--- config.mk ---
export PLATFORM = sky130hd
export DESIGN_NAME = sar_stop_chain_reg
export DESIGN_NICKNAME = d
export VERILOG_FILES = /design/src/rtl/sar_ctrl_pkg.sv /design/src/rtl/sar_rst_sync.sv /design/src/rtl/sar_hold_chain.sv /design/src/rtl/sar_stage.sv /design/src/rtl/sar_stop_chain_reg.sv
export SDC_FILE = /design/constraint.sdc
export NUM_CORES = 1
export LEC_CHECK = 0
export BUFFER_PORTS_ARGS = -buffer_cell sky130_fd_sc_hd__clkbuf_2
export CAP_MARGIN = 10
export CORE_MARGIN = 2
export CORE_UTILIZATION = 54
export CTS_CLUSTER_SIZE = 12
export DETAILED_ROUTE_END_ITERATION = 8
export GPL_TIMING_DRIVEN = 0
export PLACE_DENSITY = 0.8
export SLEW_MARGIN = 0
export SYNTH_ARGS = -nofsm -noshare
export SYNTH_HDL_FRONTEND = slang
export SYNTH_HIERARCHICAL = 1
export SYNTH_SLANG_ARGS = --single-unit
--- constraint.sdc ---
create_clock -name clk -period 0.8 [get_ports clk]
set_clock_uncertainty 0.05 [all_clocks]
set_input_delay 0.04 -clock clk [delete_from_list [all_inputs] [get_ports clk]]
set_output_delay 0.04 -clock clk [all_outputs]
set_load 0.01 [all_outputs]
--- src/rtl/sar_ctrl_pkg.sv ---
package sar_ctrl_pkg;
  // Source of a stage's next value
  typedef enum logic [1:0] {
    SRC_SHIFT = 2'd0,  // take the stage above
    SRC_LOAD  = 2'd1,  // take the comparator decision
    SRC_HOLD  = 2'd2   // keep own value
  } stage_src_t;
endpackage

--- src/rtl/sar_rst_sync.sv ---
module sar_rst_sync #(
  parameter int STAGES = 2
) (
  input  logic clk,
  input  logic rst_n,
  output logic rst_sync_n
);
  logic [STAGES-1:0] sync_q;

  always_ff @(posedge clk or negedge rst_n) begin
    if (!rst_n) sync_q <= '0;
    else        sync_q <= {sync_q[STAGES-2:0], 1'b1};
  end

  assign rst_sync_n = sync_q[STAGES-1];
endmodule

--- src/rtl/sar_hold_chain.sv ---
module sar_hold_chain #(
  parameter int W = 13
) (
  input  logic         stop,
  input  logic [W-1:0] stage_q,
  output logic [W-1:0] hold
);
  // Ripple from the bottom stage upward: a stage is frozen when stop is
  // high or any stage beneath it is set.
  assign hold[0] = stop;
  for (genvar k = 1; k < W; k++) begin : g_link
    assign hold[k] = hold[k-1] | stage_q[k-1];
  end
endmodule

--- src/rtl/sar_stage.sv ---
module sar_stage
  import sar_ctrl_pkg::*;
#(
  parameter logic INIT_VAL = 1'b0,
  parameter bit   IS_FLAG  = 1'b0
) (
  input  logic clk,
  input  logic rst_n,
  input  logic init,
  input  logic hold,
  input  logic from_above,
  input  logic comp,
  output logic q
);
  stage_src_t src;
  logic       d_sel;
  logic       d_next;
  logic       en;
  logic       q_r;

  // Next-state selection
  always_comb begin
    if (hold)          src = SRC_HOLD;
    else if (q_r)      src = IS_FLAG ? SRC_HOLD : SRC_LOAD;
    else               src = SRC_SHIFT;

    unique case (src)
      SRC_SHIFT: d_sel = from_above;
      SRC_LOAD:  d_sel = comp;
      default:   d_sel = q_r;
    endcase

    en     = init | (src != SRC_HOLD);
    d_next = init ? INIT_VAL : d_sel;
  end

  // State register
  always_ff @(posedge clk or negedge rst_n) begin
    if (!rst_n)  q_r <= 1'b0;
    else if (en) q_r <= d_next;
  end

  assign q = q_r;

  // A frozen stage keeps its value unless start reloads it
  assert_frozen_stage_R4: assert property (@(posedge clk) disable iff (!rst_n)
    (hold && !init) |=> $stable(q_r));
endmodule

--- src/rtl/sar_stop_chain_reg.sv ---
module sar_stop_chain_reg #(
  parameter int N = 12
) (
  input  logic         clk,
  input  logic         rst_n,
  input  logic         start,
  input  logic         stop,
  input  logic         comp,
  output logic [N-1:0] code,
  output logic         eoc
);
  localparam int W = N + 1;  // N result stages plus the completion stage

  logic         rst_sync_n;
  logic [W-1:0] stage_q;
  logic [W-1:0] hold;
  logic [W-1:0] above;

  sar_rst_sync #(.STAGES(2)) u_rst_sync (
    .clk        (clk),
    .rst_n      (rst_n),
    .rst_sync_n (rst_sync_n)
  );

  sar_hold_chain #(.W(W)) u_chain (
    .stop    (stop),
    .stage_q (stage_q),
    .hold    (hold)
  );

  assign above = {1'b0, stage_q[W-1:1]};

  for (genvar k = 0; k < W; k++) begin : g_stage
    sar_stage #(
      .INIT_VAL (k == W-1),
      .IS_FLAG  (k == 0)
    ) u_stage (
      .clk        (clk),
      .rst_n      (rst_sync_n),
      .init       (start),
      .hold       (hold[k]),
      .from_above (above[k]),
      .comp       (comp),
      .q          (stage_q[k])
    );
  end

  assign code = stage_q[W-1:1];
  assign eoc  = stage_q[0];

  // Start loads the MSB trial pattern, also over stop
  assert_start_load_R2: assert property (@(posedge clk) disable iff (!rst_sync_n)
    start |=> (code == {1'b1, {(N-1){1'b0}}}) && !eoc);

  // Stop freezes everything
  assert_stop_freeze_R6: assert property (@(posedge clk) disable iff (!rst_sync_n)
    (stop && !start) |=> ($stable(code) && $stable(eoc)));

  // Completed result is kept
  assert_result_kept_R7: assert property (@(posedge clk) disable iff (!rst_sync_n)
    (eoc && !start) |=> (eoc && $stable(code)));

  // Every free decision clock moves the state forward
  assert_progress_R5: assert property (@(posedge clk) disable iff (!rst_sync_n)
    (!start && !stop && !eoc && (code != '0)) |=> ({code, eoc} != $past({code, eoc})));

  // Idle register ignores the comparator
  assert_idle_quiet_R9: assert property (@(posedge clk) disable iff (!rst_sync_n)
    (!start && !eoc && (code == '0)) |=> (code == '0) && !eoc);
endmodule

==> results of run 1 <==
## worst register-to-register path: cells and delay by family, from the launching register on
| family | cells | cell delay (ps) |
|---|---|---|
| simple gates | 3 | 1180 |
| flops | 1 | 450 |
| compound gates | 1 | 130 |
## sequential cells by signal (all words and copies together) (netlist names)
register           cells
g_stage.u_stage/q     13
u_rst_sync/sync_q      2
## worst min path at each step
stage,endpoint,slack (ps),cells after the start
after floorplan,u_rst_sync/sync_q[0],-310,0
after global placement,u_rst_sync/sync_q[1],-220,1
after detailed placement,u_rst_sync/sync_q[0],-220,1
after CTS,u_rst_sync/sync_q[0],7,2
after global routing,u_rst_sync/sync_q[1],20,2
final,u_rst_sync/sync_q[0],7,2
## power groups by stage
stage	clock (mW)	combinational, mW	sequential [mW]
6_report	0.438	0.200	0.815
5_1_grt	0.478	0.219	0.823
4_1_cts	0.447	0.171	0.816
3_5_place_dp	0	0.160	0.831
3_3_place_gp	0	0.155	0.828
2_1_floorplan	0	0.0875	0.830
## metal layers
metal  share of wire (%)  track usage, %  vias up
met4                 1.6            14.2        0
met3                 3.0            2.61        4
met5                   0               0        -
li1                    -               -      337
met1                  41            25.8      339
met2                  55            38.1       19
## final cells by class
class                           instances  area, sq um
Tap cell                               15         18.8
Clock buffer                            3         22.5
Sequential cell                        15          382
Inverter                                2         7.51
Multi-Input combinational cell         56          404
Buffer                                  1         7.51
Fill cell                              96          284
Clock inverter                          1         5.00
Timing Repair Buffer                   27          186
## logic make-up after synthesis
| group | after synthesis |
|---|---|
| simple gates | 30 |
| compound gates | 24 |
| flops | 15 |
| buf+inv | 3 |
| other cells | 2 |
## per-stage QoR
stage	TNS [ps]	util [%]	area [sq um]	hold slack [ps]	cells
after floorplan	-10690	-	764	-306	74
after global placement	-11700	65.9	868	-224	106
after detailed placement	-12360	65.9	868	-222	106
after CTS	-13630	71.8	946	6.65	114
after global routing	-14780	78.4	1030	19.4	120
final	-13190	78.4	1030	6.67	120
## timing repair
| action | in CTS | in global routing |
|---|---|---|
| endpoints found under the setup margin | 26 | 29 |
| hold buffers | 1 | 0 |
| pin swaps | 3 | 5 |
| hold endpoints to repair | 2 | 0 |
| setup buffers | 3 | 6 |
| gates resized for setup | 5 | 14 |
## layout by cell type (no fill, tap or decap), drive strengths merged
| cell | synthesis | routed |
|---|---|---|
| inv | 2 | 2 |
| nand3b | 1 | 1 |
| o21ai | 11 | 11 |
| nand2b | 2 | 2 |
| nor4b | 1 | 1 |
| buf | 1 | 13 |
| or3b | 11 | 11 |
| or3 | 1 | 1 |
| nor4 | 3 | 3 |
| dfrtp | 15 | 15 |
| a21oi | 13 | 13 |
| or4 | 1 | 1 |
| clkinv | 0 | 1 |
| conb | 2 | 2 |
| clkbuf | 0 | 17 |
| or4b | 1 | 1 |
| nor2 | 2 | 2 |
| or2 | 1 | 1 |
| or2b | 1 | 1 |
| dlygate4sd3 | 0 | 1 |
| nand4b | 2 | 2 |
| nand2 | 1 | 1 |
| nand3 | 2 | 2 |
==> impl_results.md, run 1 <==
* Clk sinks at 15
* TritonCTS clock tree: built
* Sw Ratio at 26.5%
* Area growth, synth to finish at 35.4%
* Combinational family with the most area after synthesis: simple AND/OR/NAND/NOR gates
* Max VDD drop at 1.23 mV
* Logic gate share of total power at 13.8%
* Total gr overflow at 0
* Final setup fails at 26
* RSZ-0062 raised after global routing: true
* Worst R2R Start: g_stage[0].u_stage/q
* Sequential share of the synthesized area at 49.2%
* Final GP Congestion at 0.697
* Tot Pwr at 1.45 mW
* Max Clk Rate at 529 MHz
* Worst skew pair latency at 280 ps
* Via count at 699
* Synth top cells by count: 15 x dfrtp_1, 12 x a21oi_1, 11 x o21ai_0, 11 x or3b_1
* Clock transition at path regs at 90 ps
* Most frequent cell after synthesis: dfrtp_1
* Final Hold Viols at 0
* Max Transition Viols Final at 0
* Post-synth EDFFs at 0
* Cell family with most CP delay: simple AND/OR/NAND/NOR gates
* Worst hold path class: in2async
* Buf/Inv on CP at 0
* CP Max Fanout at 4
* Layout cells sized above 1 at 43.8%
* Pwr per Cell Area at 1410 nW/um^2
* CP startpoint: g_stage[0].u_stage/q
* Boundary pin count at 18
* Clk pwr share at 30.1%
* Fin nets at 111
* Critical-path cell list: or3_4 > or4_4 > or3b_1 > a21oi_1
* Flops & latches, synth at 15
* Top_reg_cell synth: dfrtp_1
* Simple-gate share of the synthesized area at 31.6%
* Top cell type's share of synthesized area at 49.2%
* Status: complete, but fails checks
* Wirelength per Cell at 15.3 microns
* Post-Route WL at 1840 microns
* Area leader, netlist: dfrtp_1
* Maximum clock path buffer count at 2
* Worst R2R Path Depth at 4
* Period utilisation layout at 236%
* Slowest stage delay, CP at 450 ps
* Post-Place Setup Slack at -1210 ps
* Netlist Area Pre-Place at 763 sq um
* 1st-iter DRT viols at 14
* First drt pass iteration count at 4
* Die Y at 41.6 microns
* Synth Area in Compound Gates at 16.2%
* Syn Area/Cell at 10.3 sq um
* Via density per instance at 5.83
* Vias in the first global route at 663
* Post-Syn Instances at 74
* Register-to-register setup slack at -1090 ps
* PnR worst setup slack at -1090 ps
* DRC viols at 0
* Synth Warn # at 6
* Chip width at 41.6 microns
* Leak Pwr at 0.466 nW
* Sequential share of power at 56.1%
* Critical path endpoint category: register
* XOR/XNOR Fraction of Synth Area at 0%
* Setup crit end: g_stage[5].u_stage/q
* Top cells by area, synth: dfrtp_1 49%, or3b_1 13%, a21oi_1 7.9%
* Async set-reset flop share out of synthesis at 100%
* First-pass GRT wire length at 2890 microns
* Crit path DAT at 2050 ps
* CP Depth at 4
* Startpoint types: register
* Antenna cells at 0
* Die area at 1730 sq um
* Max Cap Violations at 0
* NetSw at 385 uW
* Starting Density at 57.9%
* Tmin final at 1890 ps
* Critical-path top delay cell: dfrtp_2
* P_int at 1.07 mW
* Post-Synth Adder-Cell Area at 0%
* GR Util All Layers at 22.2%
* CP Class: reg2reg
* Distinct cells, synth at 22
* Initial antenna violation count at 0
* CTS buffer count at 3
* R2R Path End: g_stage[5].u_stage/q
* Final ANT Viol Nets at 0
* CTS root buf: clkbuf_4
* Buffers on Ports at 17
* H-Tree Depth at 1
* Failing checks: negative setup slack
* Mapped Nets at 79
* Cell Rows at 13
* Multiplexer area fraction after synthesis at 0%
* Core area at 1320 sq um
* Largest net degree at the start of global routing at 15
* Final HPWL DP at 1150 microns
* Req. time, crit path at 960 ps
No activity file was read; power rests on OpenSTA's default activity.
==> inputs of run 2 (changes only) <==
- CORE_UTILIZATION: 54 -> 25
- PLACE_DENSITY: 0.8 -> default
- clock period: 0.8 -> 1.5 ns (I/O delays scaled with it)
==> run 2 against run 1 <==
Compared with the run above: the flow still finishes with violations (negative setup slack); worst hold slack better by 55 ps; critical endpoint unchanged; largest power group unchanged; highest routed layer unchanged; clock power down 47%; critical path type unchanged; combinational power down 47%.
==> impl_results.md, run 2 (synthesis gave the netlist of run 1 again) <==
* Status: complete, but fails checks
* Failing checks: negative setup slack
* Final Core Density at 35.6%
* Max FFs per register at 13
* CP Max Fanout at 3
* Buffers on Ports at 17
* Max Clk Rate at 542 MHz
* Period utilisation layout at 123%
* PnR worst setup slack at -344 ps
* Initial antenna violation count at 0
* Area growth, synth to finish at 39.0%
* First-pass GRT wire length at 3040 microns
* CTS root buf: clkbuf_4
* Final GP Congestion at 0.709
* Boundary pin count at 18
* Max Cap Violations at 0
* Antenna cells at 0
* CP Class: reg2reg
* 1st-iter DRT viols at 10
* Layout cells sized above 1 at 44.3%
* Design area at 1060 sq um
* Tot Pwr at 776 uW
* Die Y at 59.3 microns
* Hold_ws at 62.1 ps
* Startpoint types: register
* Final ANT Viol Nets at 0
* Register-to-register setup slack at -340 ps
* Final Hold Viols at 0
* Maximum clock path buffer count at 2
* GR Util All Layers at 11.6%
* Max Transition Viols Final at 0
* Pwr per Cell Area at 731 nW/um^2
* Max VDD drop at 0.483 mV
* Commonest non-fill, non-tap cell in the layout: clkbuf_2
* Worst-Margin Slew at 547 ps
* Starting Density at 25.6%
* Post-Place Setup Slack at -545 ps
* Cell Rows at 20
* Clock transition at path regs at 90 ps
* Via count at 693
* H-Tree Depth at 1
* Worst R2R Start: g_stage[0].u_stage/q
* DRC viols at 0
* Total gr overflow at 0
* Fin nets at 112
* Crit path DAT at 2010 ps
* Fillcell total at 320
* Area of placed instances at 891 sq um
* Final setup fails at 12
* Leak Pwr at 0.470 nW
* Req. time, crit path at 1670 ps
* Most frequent cells in the layout: 17 x clkbuf_2, 12 x dfrtp_1, 11 x o21ai_0, 10 x or3b_1, 9 x a21oi_1
* Tmin final at 1840 ps
* Clk sinks at 15
* Core area at 2980 sq um
* Vias in the first global route at 655
* R2R Path End: g_stage[5].u_stage/q
* Worst skew pair latency at 280 ps
* Die area at 3510 sq um
* First drt pass iteration count at 3
* Post-Route WL at 1860 microns
* Critical path endpoint category: register
* Worst hold path class: in2async
* Largest net degree at the start of global routing at 15
* Final HPWL DP at 1120 microns
* TritonCTS clock tree: built
* Via density per instance at 4.99
* RSZ-0062 raised after global routing: true
* Slew HR at 63.5%
* Wirelength per Cell at 13.4 microns
* Worst R2R Path Depth at 4
* CTS buffer count at 3
* Chip width at 59.3 microns
-- run 2: changes by cell type in the layout (fill, tap and decap cells not counted), sizes merged --
cell	change
clkinv	-1
buf	-2
clkbuf	+4
-- run 2: repair_timing --
action / CTS / global route
endpoints found under the setup margin: 10 / 12
endpoints found under the hold margin: 2 / 0
gates resized for setup: 7 / 9
pin swaps: 3 / 7
setup buffers: 5 / 5
hold buffers: 1 / 0
-- run 2: routing by layer --
| metal | vias up | track usage, % | wire, microns |
|---|---|---|---|
| met4 | 0 | 2.92 | 10 |
| met3 | 2 | 4.15 | 79 |
| li1 | 342 | - | - |
| met5 | - | 0 | 0 |
| met2 | 13 | 18.7 | 978 |
| met1 | 336 | 14.7 | 788 |
-- run 2: worst max path at each step --
| stage | startpoint | end | slack (ps) | depth (start not counted) |
|---|---|---|---|---|
| floorplan | g_stage[0].u_stage/q | g_stage[6].u_stage/q | -390 | 4 |
| global placement | g_stage[3].u_stage/q | g_stage[10].u_stage/q | -500 | 4 |
| detailed placement | g_stage[3].u_stage/q | g_stage[10].u_stage/q | -550 | 4 |
| CTS | g_stage[0].u_stage/q | g_stage[5].u_stage/q | -350 | 4 |
| global route | g_stage[0].u_stage/q | g_stage[5].u_stage/q | -400 | 4 |
| finish | g_stage[0].u_stage/q | g_stage[5].u_stage/q | -340 | 4 |
-- run 2: area by class of cell --
| class | instances | area, sq um | share of cell area [%] |
|---|---|---|---|
| well taps | 33 | 41.3 | 3.89 |
| clock buffers | 4 | 26.3 | 2.48 |
| plain buffers | 1 | 7.51 | 0.708 |
| flip-flops and latches | 15 | 379 | 35.7 |
| repair buffers | 28 | 181 | 17.1 |
| multi-input cells | 56 | 418 | 39.4 |
| inverters | 2 | 7.51 | 0.708 |
-- run 2: per-stage QoR --
step	TNS, ps	instances
floorplan	-2580	74
global placement	-3910	124
detailed placement	-4430	124
CTS	-2900	134
global route	-3520	139
finish	-2470	139
-- run 2: power by group --
part,switching (mW),internal [mW]
Clock,0.131,0.103
Sequential,0.0176,0.416
Combinational,0.0514,0.0560
-- run 2: worst max-delay path, stage by stage (launching register included) --
cell and delay [ps]:
dfrtp_2 440, or3_4 370, or4_4 430, or3b_4 390, a21oi_2 120
==> inputs of run 3 (changes only) <==
- RECOVER_POWER: default -> 50
- SKIP_CTS_REPAIR_TIMING: default -> 1
==> run 3 against run 2 <==
Compared with the run above: the run still ends with negative setup slack left; flip-flop and latch count unchanged; sequential power about the same; cell count decreased by 5.0%; worst hold slack got worse by 13 ps; via count decreased by 3.0%; clock power decreased by 3%; non-clock buffer count decreased by 7; fmax decreased by 3.2%; utilization decreased by 3.2 points; register-to-register slack got worse by 60 ps; largest cell class unchanged; largest power group unchanged.
==> impl_results.md, run 3 (synthesis gave the netlist of run 1 again) <==
* Max Cap Violations at 0
* DR WL met3 at 83 microns
* Period utilisation layout at 127%
* Tot Pwr at 752 uW
* Crit path DAT at 2070 ps
* RSZ-0062 raised after global routing: true
* Logic gate share of total power at 12.1%
* Antenna cells at 0
* Worst skew pair latency at 280 ps
* Worst R2R Path Depth at 4
* Sw Ratio at 25.1%
* H-Tree Depth at 1
* Commonest non-fill, non-tap cell in the layout: clkbuf_2
* Final Core Density at 32.5%
* Fillcell total at 327
* Vias in the first global route at 587
* Cell Rows at 20
* Initial antenna violation count at 0
* NetSw at 189 uW
* Final HPWL DP at 1120 microns
* Post-Place Setup Slack at -545 ps
* Via density per instance at 5.09
* Largest net degree at the start of global routing at 15
* Maximum clock path buffer count at 2
* R2R Path End: g_stage[6].u_stage/q
* Starting Density at 25.6%
* TritonCTS clock tree: built
* Die Y at 59.3 microns
* CP Max Fanout at 5
* Final setup fails at 9
* CTS buffer count at 3
* Final Hold Viols at 0
* PnR worst setup slack at -406 ps
* Max VDD drop at 0.476 mV
* DR WL met2 at 835 microns
* Worst hold path class: in2async
* First-pass GRT wire length at 2710 microns
* Req. time, crit path at 1660 ps
* DRT met1 WL at 732 microns
* Core area at 2980 sq um
* Area growth, synth to finish at 26.7%
* Leak Pwr at 0.426 nW
* Final ANT Viol Nets at 0
* Highest routed layer: met4
* Total gr overflow at 0
* CTS root buf: clkbuf_4
* Die area at 3510 sq um
* Register-to-register setup slack at -410 ps
* CP Class: reg2reg
* Setup crit end: g_stage[6].u_stage/q
* 1st-iter DRT viols at 14
* Clk pwr share at 30.2%
* Post-Route WL at 1660 microns
* Failing checks: negative setup slack
* Status: complete, but fails checks
* First drt pass iteration count at 4
* Area of placed instances at 891 sq um
* Fin nets at 105
* Sequential share of power at 57.7%
* Startpoint types: register
* Chip width at 59.3 microns
* Via count at 672
* Hold_ws at 49.0 ps
* Wirelength per Cell at 12.6 microns
* CP startpoint: g_stage[0].u_stage/q
* GR Util All Layers at 10.5%
* Slew HR at 64.0%
* Clock transition at path regs at 90 ps
* Clk sinks at 15
* Pwr per Cell Area at 778 nW/um^2
* Max Clk Rate at 525 MHz
* Tmin final at 1910 ps
* Final GP Congestion at 0.709
* Design area at 967 sq um
* Max FFs per register at 13
* Layout cells sized above 1 at 30.3%
* Buffers on Ports at 17
* Worst R2R Start: g_stage[0].u_stage/q
* P_int at 563 uW
* Critical path endpoint category: register
* Worst-Margin Slew at 540 ps
* DRC viols at 0
* Boundary pin count at 18
* Max Transition Viols Final at 0
* Most frequent cells in the layout: 16 x clkbuf_2, 14 x dfrtp_1, 11 x or3b_1, 11 x o21ai_0, 11 x a21oi_1
[run 3: cell types whose count changed in the layout (fill, tap and decap cells not counted), sizes merged]
cell,before,now
buf,11,4
[run 3: layout make-up]
cell class              instances  area (sq um)  area share [%]
plain buffers                   1          7.51           0.776
clock buffers                   4          26.3            2.72
inverters                       2          7.51           0.776
multi-input cells              56           392            40.5
flip-flops and latches         15           377            38.9
well taps                      33          41.3            4.27
repair buffers                 21           116            12.0
[run 3: through the flow]
stage / TNS, ps / std cells
6_report: -2070 / 132
5_1_grt: -3170 / 132
4_1_cts: -4470 / 128
3_3_place_gp: -3910 / 124
2_1_floorplan: -2580 / 74
3_5_place_dp: -4430 / 124
[run 3: power by group through the flow]
stage	Sequential (mW)	Combinational (mW)	Clock (mW)
floorplan	0.443	0.0467	0
global placement	0.443	0.0838	0
detailed placement	0.443	0.0851	0
CTS	0.435	0.0857	0.244
global route	0.439	0.102	0.263
finish	0.434	0.0913	0.227
[run 3: layer usage]
metal,track usage [%],vias up
li1,-,327
met1,13.8,330
met2,15.9,13
met3,4.15,2
met4,2.92,0
met5,0,-
[run 3: worst max-delay path: stages, from the launching register on]
cell and delay [ps]:
dfrtp_2 440, nor4_4 370, or4b_1 480, or3b_1 380, a21oi_2 120
[run 3: worst min path at each step]
stage,startpoint,to,slack (ps),cells past startpoint
after floorplan,rst_n,u_rst_sync/sync_q[0],-270,0
after global placement,rst_n,u_rst_sync/sync_q[0],-190,1
after detailed placement,rst_n,u_rst_sync/sync_q[0],-190,1
after CTS,rst_n,u_rst_sync/sync_q[0],-500,1
after global routing,rst_n,u_rst_sync/sync_q[0],60,2
final,rst_n,u_rst_sync/sync_q[1],50,2
